`config.mk`:
```
export PLATFORM = sky130hd
export DESIGN_NAME = flash_burst_slave
export DESIGN_NICKNAME = d
export VERILOG_FILES = /design/src/rtl/fbs_pkg.sv /design/src/rtl/fbs_edge_det.sv /design/src/rtl/fbs_cmd_reg.sv /design/src/rtl/fbs_burst_seq.sv /design/src/rtl/fbs_array.sv /design/src/rtl/flash_burst_slave.sv
export SDC_FILE = /design/constraint.sdc
export NUM_CORES = 2
export LEC_CHECK = 0
export BUFFER_PORTS_ARGS = -buffer_cell sky130_fd_sc_hd__buf_2
export CAP_MARGIN = 20
export CORE_ASPECT_RATIO = 0.9
export CORE_UTILIZATION = 45
export CTS_BUF_LIST = sky130_fd_sc_hd__clkbuf_8
export DETAILED_ROUTE_END_ITERATION = 8
export PLACE_DENSITY = 0.62
export SETUP_SLACK_MARGIN = 0.3
export SLEW_MARGIN = 30
export SYNTH_ARGS = -nofsm -noshare
export SYNTH_HDL_FRONTEND = slang
export SYNTH_SLANG_ARGS = --single-unit
```
`constraint.sdc`:
```
create_clock -name clk -period 3.7 [get_ports clk]
set_input_delay 0.74 -clock clk [delete_from_list [all_inputs] [get_ports clk]]
set_output_delay 0.74 -clock clk [all_outputs]
set_load 0.1 [all_outputs]
```
`src/rtl/fbs_pkg.sv`:
```
package fbs_pkg;

    localparam int MODE_LSB = 0;
    localparam int LAT_LSB  = 2;
    localparam int LEN_LSB  = 5;
    localparam int CFG_TOP  = 6;

    localparam logic [2:0]  LAT_FLOOR    = 3'd2;
    localparam logic [15:0] STATUS_READY = 16'h0080;

    typedef enum logic [1:0] {
        RM_ARRAY  = 2'd0,
        RM_ID     = 2'd1,
        RM_STATUS = 2'd2
    } rd_mode_e;

    typedef struct packed {
        rd_mode_e   mode;
        logic [2:0] lat;
        logic [1:0] len_code;
    } bus_cfg_t;

    localparam bus_cfg_t CFG_DEFAULT = '{mode: RM_ARRAY, lat: 3'd3, len_code: 2'd0};

    function automatic logic [3:0] beat_mask(input logic [1:0] code);
        case (code)
            2'd0:    return 4'd3;
            2'd1:    return 4'd7;
            default: return 4'd15;
        endcase
    endfunction

    function automatic logic [2:0] fix_lat(input logic [2:0] l);
        return (l < LAT_FLOOR) ? LAT_FLOOR : l;
    endfunction

    function automatic rd_mode_e decode_mode(input logic [1:0] c);
        case (c)
            2'd1:    return RM_ID;
            2'd2:    return RM_STATUS;
            default: return RM_ARRAY;
        endcase
    endfunction

endpackage

```
`src/rtl/fbs_edge_det.sv`:
```
module fbs_edge_det #(
    parameter int          N       = 3,
    parameter logic [N-1:0] RST_VAL = '1
) (
    input  logic         clk,
    input  logic         rst,
    input  logic [N-1:0] lvl,
    output logic [N-1:0] rise
);
    logic [N-1:0] prev_q;

    always_ff @(posedge clk) begin
        if (rst) prev_q <= RST_VAL;
        else     prev_q <= lvl;
    end

    for (genvar i = 0; i < N; i++) begin : g_bit
        assign rise[i] = lvl[i] & ~prev_q[i];
    end
endmodule

```
`src/rtl/fbs_cmd_reg.sv`:
```
module fbs_cmd_reg import fbs_pkg::*; #(
    parameter int DATA_W = 16
) (
    input  logic              clk,
    input  logic              rst,
    input  logic              pin_clr,
    input  logic              wr_en,
    input  logic [DATA_W-1:0] wr_data,
    output bus_cfg_t          cfg
);
    bus_cfg_t cfg_q;
    logic     unused_hi_bits;

    assign unused_hi_bits = ^wr_data[DATA_W-1:CFG_TOP+1];

    always_ff @(posedge clk) begin
        if (rst) begin
            cfg_q <= CFG_DEFAULT;
        end else if (pin_clr) begin
            cfg_q.mode <= RM_ARRAY;
        end else if (wr_en) begin
            cfg_q.mode     <= decode_mode(wr_data[MODE_LSB +: 2]);
            cfg_q.lat      <= fix_lat(wr_data[LAT_LSB +: 3]);
            cfg_q.len_code <= wr_data[LEN_LSB +: 2];
        end
    end

    assign cfg = cfg_q;
endmodule

```
`src/rtl/fbs_burst_seq.sv`:
```
module fbs_burst_seq import fbs_pkg::*; #(
    parameter int IDX_W = 6
) (
    input  logic             clk,
    input  logic             rst,
    input  logic             clear,
    input  logic             start,
    input  logic             step,
    input  logic [2:0]       lat,
    input  logic [1:0]       len_code,
    input  logic [IDX_W-1:0] start_idx,
    output logic             active,
    output logic [2:0]       wait_cnt,
    output logic [3:0]       beat,
    output logic [3:0]       mask,
    output logic [IDX_W-1:0] rd_idx
);
    logic             active_q;
    logic [2:0]       cnt_q;
    logic [3:0]       beat_q;
    logic [IDX_W-1:0] base_q;
    logic [IDX_W-1:0] mask_ext;

    assign mask     = beat_mask(len_code);
    assign mask_ext = IDX_W'(mask);

    always_ff @(posedge clk) begin
        if (rst || clear) begin
            active_q <= 1'b0;
            cnt_q    <= '0;
            beat_q   <= '0;
            base_q   <= '0;
        end else if (start) begin
            active_q <= 1'b1;
            cnt_q    <= lat - 3'd1;
            beat_q   <= '0;
            base_q   <= start_idx;
        end else if (step && active_q) begin
            if (cnt_q != 3'd0) cnt_q  <= cnt_q - 3'd1;
            else               beat_q <= (beat_q + 4'd1) & mask;
        end
    end

    assign active   = active_q;
    assign wait_cnt = cnt_q;
    assign beat     = beat_q;
    assign rd_idx   = (base_q & ~mask_ext) | ((base_q + IDX_W'(beat_q)) & mask_ext);
endmodule

```
`src/rtl/fbs_array.sv`:
```
module fbs_array #(
    parameter int AW     = 6,
    parameter int DATA_W = 16
) (
    input  logic              clk,
    input  logic              rst,
    input  logic              wr_en,
    input  logic [AW-1:0]     wr_idx,
    input  logic [DATA_W-1:0] wr_data,
    input  logic [AW-1:0]     rd_idx,
    output logic [DATA_W-1:0] rd_data
);
    localparam int DEPTH = 1 << AW;

    logic [DATA_W-1:0] mem_q [DEPTH];

    always_ff @(posedge clk) begin
        if (rst) begin
            for (int i = 0; i < DEPTH; i++) mem_q[i] <= '0;
        end else if (wr_en) begin
            mem_q[wr_idx] <= wr_data;
        end
    end

    assign rd_data = mem_q[rd_idx];
endmodule

```
`src/rtl/flash_burst_slave.sv`:
```
module flash_burst_slave import fbs_pkg::*; #(
    parameter int                ADDR_W  = 23,
    parameter int                DATA_W  = 16,
    parameter int                ARR_AW  = 6,
    parameter logic [DATA_W-1:0] ID_WORD = 16'h00C5
) (
    input  logic              clk,
    input  logic              rst,
    input  logic              bus_clk,
    input  logic              ce_n,
    input  logic              we_n,
    input  logic              oe_n,
    input  logic              adv_n,
    input  logic              pin_rst_n,
    input  logic [ADDR_W-1:0] addr,
    input  logic [DATA_W-1:0] dq_in,
    output logic [DATA_W-1:0] dq_out,
    output logic              dq_oe,
    output logic              wait_o,
    output logic              wait_oe
);
    localparam int CMD_BIT = ADDR_W - 1;

    logic [2:0]        rise_vec;
    logic              bclk_rise, we_rise, adv_rise;
    logic [ADDR_W-1:0] addr_lat_q;
    logic [ADDR_W-1:0] wr_addr;
    logic              wr_fire, cmd_wr, arr_wr;
    logic              seq_clear, seq_start, seq_step;
    bus_cfg_t          cfg;
    logic [1:0]        cur_mode;
    logic              burst_active;
    logic [2:0]        wait_cnt;
    logic [3:0]        beat, beat_msk;
    logic [ARR_AW-1:0] rd_idx;
    logic [DATA_W-1:0] arr_word;
    logic              unused_addr_bits;

    fbs_edge_det #(.N(3), .RST_VAL(3'b111)) edge_i (
        .clk (clk),
        .rst (rst),
        .lvl ({adv_n, we_n, bus_clk}),
        .rise(rise_vec)
    );

    assign bclk_rise = rise_vec[0];
    assign we_rise   = rise_vec[1];
    assign adv_rise  = rise_vec[2];

    always_ff @(posedge clk) begin
        if (rst)                                             addr_lat_q <= '0;
        else if (!ce_n && (adv_rise || (bclk_rise && !adv_n))) addr_lat_q <= addr;
    end

    assign wr_addr   = adv_n ? addr_lat_q : addr;
    assign wr_fire   = we_rise & ~ce_n & oe_n & pin_rst_n;
    assign cmd_wr    = wr_fire &  wr_addr[CMD_BIT];
    assign arr_wr    = wr_fire & ~wr_addr[CMD_BIT];
    assign unused_addr_bits = ^wr_addr[CMD_BIT-1:ARR_AW];

    assign seq_clear = ~pin_rst_n | (we_rise & ~ce_n);
    assign seq_start = ~ce_n & we_n & ~adv_n & bclk_rise;
    assign seq_step  = ~ce_n & adv_n & bclk_rise;

    fbs_cmd_reg #(.DATA_W(DATA_W)) cmd_i (
        .clk    (clk),
        .rst    (rst),
        .pin_clr(~pin_rst_n),
        .wr_en  (cmd_wr),
        .wr_data(dq_in),
        .cfg    (cfg)
    );

    assign cur_mode = cfg.mode;

    fbs_burst_seq #(.IDX_W(ARR_AW)) seq_i (
        .clk      (clk),
        .rst      (rst),
        .clear    (seq_clear),
        .start    (seq_start),
        .step     (seq_step),
        .lat      (cfg.lat),
        .len_code (cfg.len_code),
        .start_idx(addr[ARR_AW-1:0]),
        .active   (burst_active),
        .wait_cnt (wait_cnt),
        .beat     (beat),
        .mask     (beat_msk),
        .rd_idx   (rd_idx)
    );

    fbs_array #(.AW(ARR_AW), .DATA_W(DATA_W)) arr_i (
        .clk    (clk),
        .rst    (rst),
        .wr_en  (arr_wr),
        .wr_idx (wr_addr[ARR_AW-1:0]),
        .wr_data(dq_in),
        .rd_idx (rd_idx),
        .rd_data(arr_word)
    );

    always_comb begin
        case (cfg.mode)
            RM_ID:     dq_out = ID_WORD;
            RM_STATUS: dq_out = DATA_W'(STATUS_READY);
            default:   dq_out = arr_word;
        endcase
    end

    assign dq_oe   = ~ce_n & ~oe_n & we_n & pin_rst_n;
    assign wait_o  = (cfg.mode != RM_ARRAY) | ~burst_active | (wait_cnt != 3'd0);
    assign wait_oe = ~ce_n;
endmodule

```
==> impl_metrics.ini <==
[floorplanning]
die-area_sq_um = 109000
die_w_microns = 348
core_sq_um = 106000
ios = 66
die_height_microns = 313
initial_utilization = 0.457
std_cell_rows = 113

[pwr]
p_total_mw = 24.2
ir_drop_v = 0.000368
pwr_density_cell_nw_per_um2 = 435
leakagePower_nw = 20.3

[logic_synthesis]
synth.avg_cell_area_sq_um = 15.9
synth-edff-count = 1024
synth_xor_xnor_area_share = 0.000362
yosysTopAreaCell = edfxtp_1
ys_top_cells_by_count = 1,025 x and2_1, 1,024 x edfxtp_1, 320 x mux4_2
synth_mux_area_frac = 0.160
ys_ff_latch = 1055
synthesis.area_sq_um = 48400
ys_seq_area_frac = 0.648
syn_nets = 3106
post-synth-top-count-cell = and2_1
syn_inst = 3051
synth_top_family_by_area = multiplexers
synth_top_flop_cell = edfxtp_1
synth-compound-area-share = 0.00615
synth.area.top_cells = edfxtp_1 64%, mux4_2 15%, and2_1 13%
synth_top_area_frac = 0.635
yosys.area_share.simple = 0.160
synthAdderAreaFrac = 0.00222
ys_types = 48
async_flop_share = 0
synth_warnings = 0

[outcome]
outcome = finished, violations left
violations = setup timing

[cells_and_area]
area_delta_synth_final_pct = 14.8
seq_area_sq_um = 31400
layout-drive-gt1-share = 0.277
stdcell_area_sq_um = 55600
multi_input_area_sq_um = 16200
layout.nets = 3315
fillers = 8601
postLayoutCoreUtil = 0.524
final_cells = 4786

[setup_path]
path_max_fanout = 7
crit_family = multiplexers
rr_startpoint = addr_lat_q[22]$_SDFFE_PP0P_
critical_path_class = reg -> out
cp-startpoint = seq_i.beat[0]$_SDFFE_PP0P_
crit_required_ns = 2.96
worstPathCellList = ha_4 -> fa_4 -> buf_12 -> buf_12 -> buf_8 -> mux4_2 -> mux4_2 -> mux4_2 -> nor2b_4 -> buf_12
worst-path-buf-inv = 4
endpoint_kind = output pin
start_kind = flop
slowest_delay_ns = 0.84
cp.arrival_ns = 4.58
slowest_stage = fa_4

[clocking]
htree_levels = 4
cts.sinks = 1055
clk_pin_slew_ns = 0.06
ctsRootBufferMaster = clkbuf_8
cts-buffers-inserted = 175
cts_tree = done
clockBufferDepth = 3
hold_buffers = 0
worstSkewPairLatency_ns = 0.86

[placed_design]
place_area_sq_um = 51600
place_ws_ns = -0.807
routabilityCongestion = 0.901
portBuffers = 49
placed_cells = 4427
dp_hpwl_mm = 89.1

[detailed_routing]
wl_mm = 139
drc = 0
first_iter_violations = 3293
wire_per_inst_microns = 29.0
viasPerCell = 5.73
vias = 27400
final_antenna_net_count = 0
firstDrtPassIters = 6

[sta]
setup_tns_ns = -24.63
fmax_mhz = 188
worst_hold_slack_ns = 0.100
setup-violations-final = 16
relSlewSlack = 0.365
skew_ns = 0.0423
min_period_ns = 5.32
post-route-period-util = 1.44
drv_slew = 0
worst_pin_slew_ns = 0.952
setup_ws_ns = -1.62
rsz0062_at_grt = yes
finalHoldViolations = 0

[grt]
antenna_found_initial = 15
grt_pass1_wl_mm = 199
grt_max_degree = 80
grtUsageTotal = 0.258
grt_pass1_vias = 27900
grt_remaining_overflow = 0

[min_path]
min-delay-start = we_n
hold_class = in -> reg

[flow_run]
max-cap-violations = 0
-- cell usage in the layout, fill, tap and decap left out, types with 3 or more instances in the layout --
cell type / netlist / final
mux2i_1: 44 / 41
ha_1: 7 / 4
nor3b_1: 7 / 6
buf_4: 4 / 198
o21ai_0: 10 / 9
nand2_1: 42 / 42
nor3_1: 6 / 5
nand3b_1: 7 / 7
a22oi_1: 4 / 3
edfxtp_1: 1024 / 1024
inv_1: 3 / 60
dfxtp_2: 0 / 4
mux4_2: 320 / 320
buf_6: 3 / 9
or3_1: 3 / 3
buf_16: 0 / 9
diode_2: 0 / 6
nor2_1: 91 / 91
nand3_1: 16 / 16
clkinv_2: 0 / 15
a21oi_1: 16 / 14
inv_6: 0 / 4
clkinv_1: 0 / 53
nand2b_1: 9 / 8
ha_4: 0 / 3
buf_2: 34 / 29
and2_1: 1025 / 1025
mux2i_2: 0 / 3
nor2b_4: 0 / 11
buf_12: 1 / 53
or2_2: 68 / 68
mux2_2: 9 / 8
dfxtp_1: 31 / 26
clkbuf_8: 0 / 180
-- worst paths after layout --
kind         cells after the start  slack, ns                               end
min reg2reg                      1       0.49         cmd_i.cfg[2]$_SDFFE_PP1P_
max                             10      -1.62                        dq_out[13]
max reg2reg                      7       0.87  arr_i.mem_q[34][7]$_SDFFCE_PN0P_
min                              2       0.10       edge_i.prev_q[1]$_SDFF_PP1_
-- area by class of cell --
class | instances | share of cell area
Tap cell | 1380 | 0.0311
Clock inverter | 137 | 0.0117
Timing Repair Buffer | 303 | 0.0567
Clock buffer | 180 | 0.0446
Sequential cell | 1055 | 0.565
Inverter | 3 | 0.000203
Multi-Input combinational cell | 1722 | 0.291
Antenna cell | 6 | 0.000270
-- timing repair --
item / in CTS / in global routing
gates resized for setup: 74 / 10
buffers inserted: 18 / 9
endpoints found under the setup margin: 16 / 16
gates cloned: 7 / 2
pin swaps: 1 / 5
-- cells by family (layout without fill, tap and decap cells) --
family | after synthesis | count (layout)
simple gates | 1292 | 1292
flops | 1055 | 1055
mux | 373 | 373
buf+inv | 274 | 623
compound gates | 47 | 47
fa+ha+maj | 8 | 8
xor+xnor | 2 | 2
other cells | 0 | 6
-- layer usage --
| layer | vias up | global-route usage | wire [microns] |
|---|---|---|---|
| met3 | 176 | 0.0541 | 12000 |
| met2 | 1202 | 0.402 | 65300 |
| met4 | 6 | 0.0744 | 3020 |
| li1 | 11700 | - | - |
| met1 | 14400 | 0.368 | 58300 |
| met5 | - | 0 | 36 |
-- flip-flops by register name, summed over array words and instances, names as in the netlist --
name and cells:
edge_i.prev_q 3, seq_i.base_q 6, seq_i.wait_cnt 3, seq_i.active 1, arr_i.mem_q 1024, addr_lat_q 7, seq_i.beat 4, cmd_i.cfg 7
-- report_power, final --
| part | switching, mW | internal, mW | total (mW) |
|---|---|---|---|
| clock network | 4.80 | 4.66 | 9.46 |
| registers | 0.113 | 13.5 | 13.6 |
| logic | 0.804 | 0.337 | 1.14 |
(Power assumes the default switching activity.)
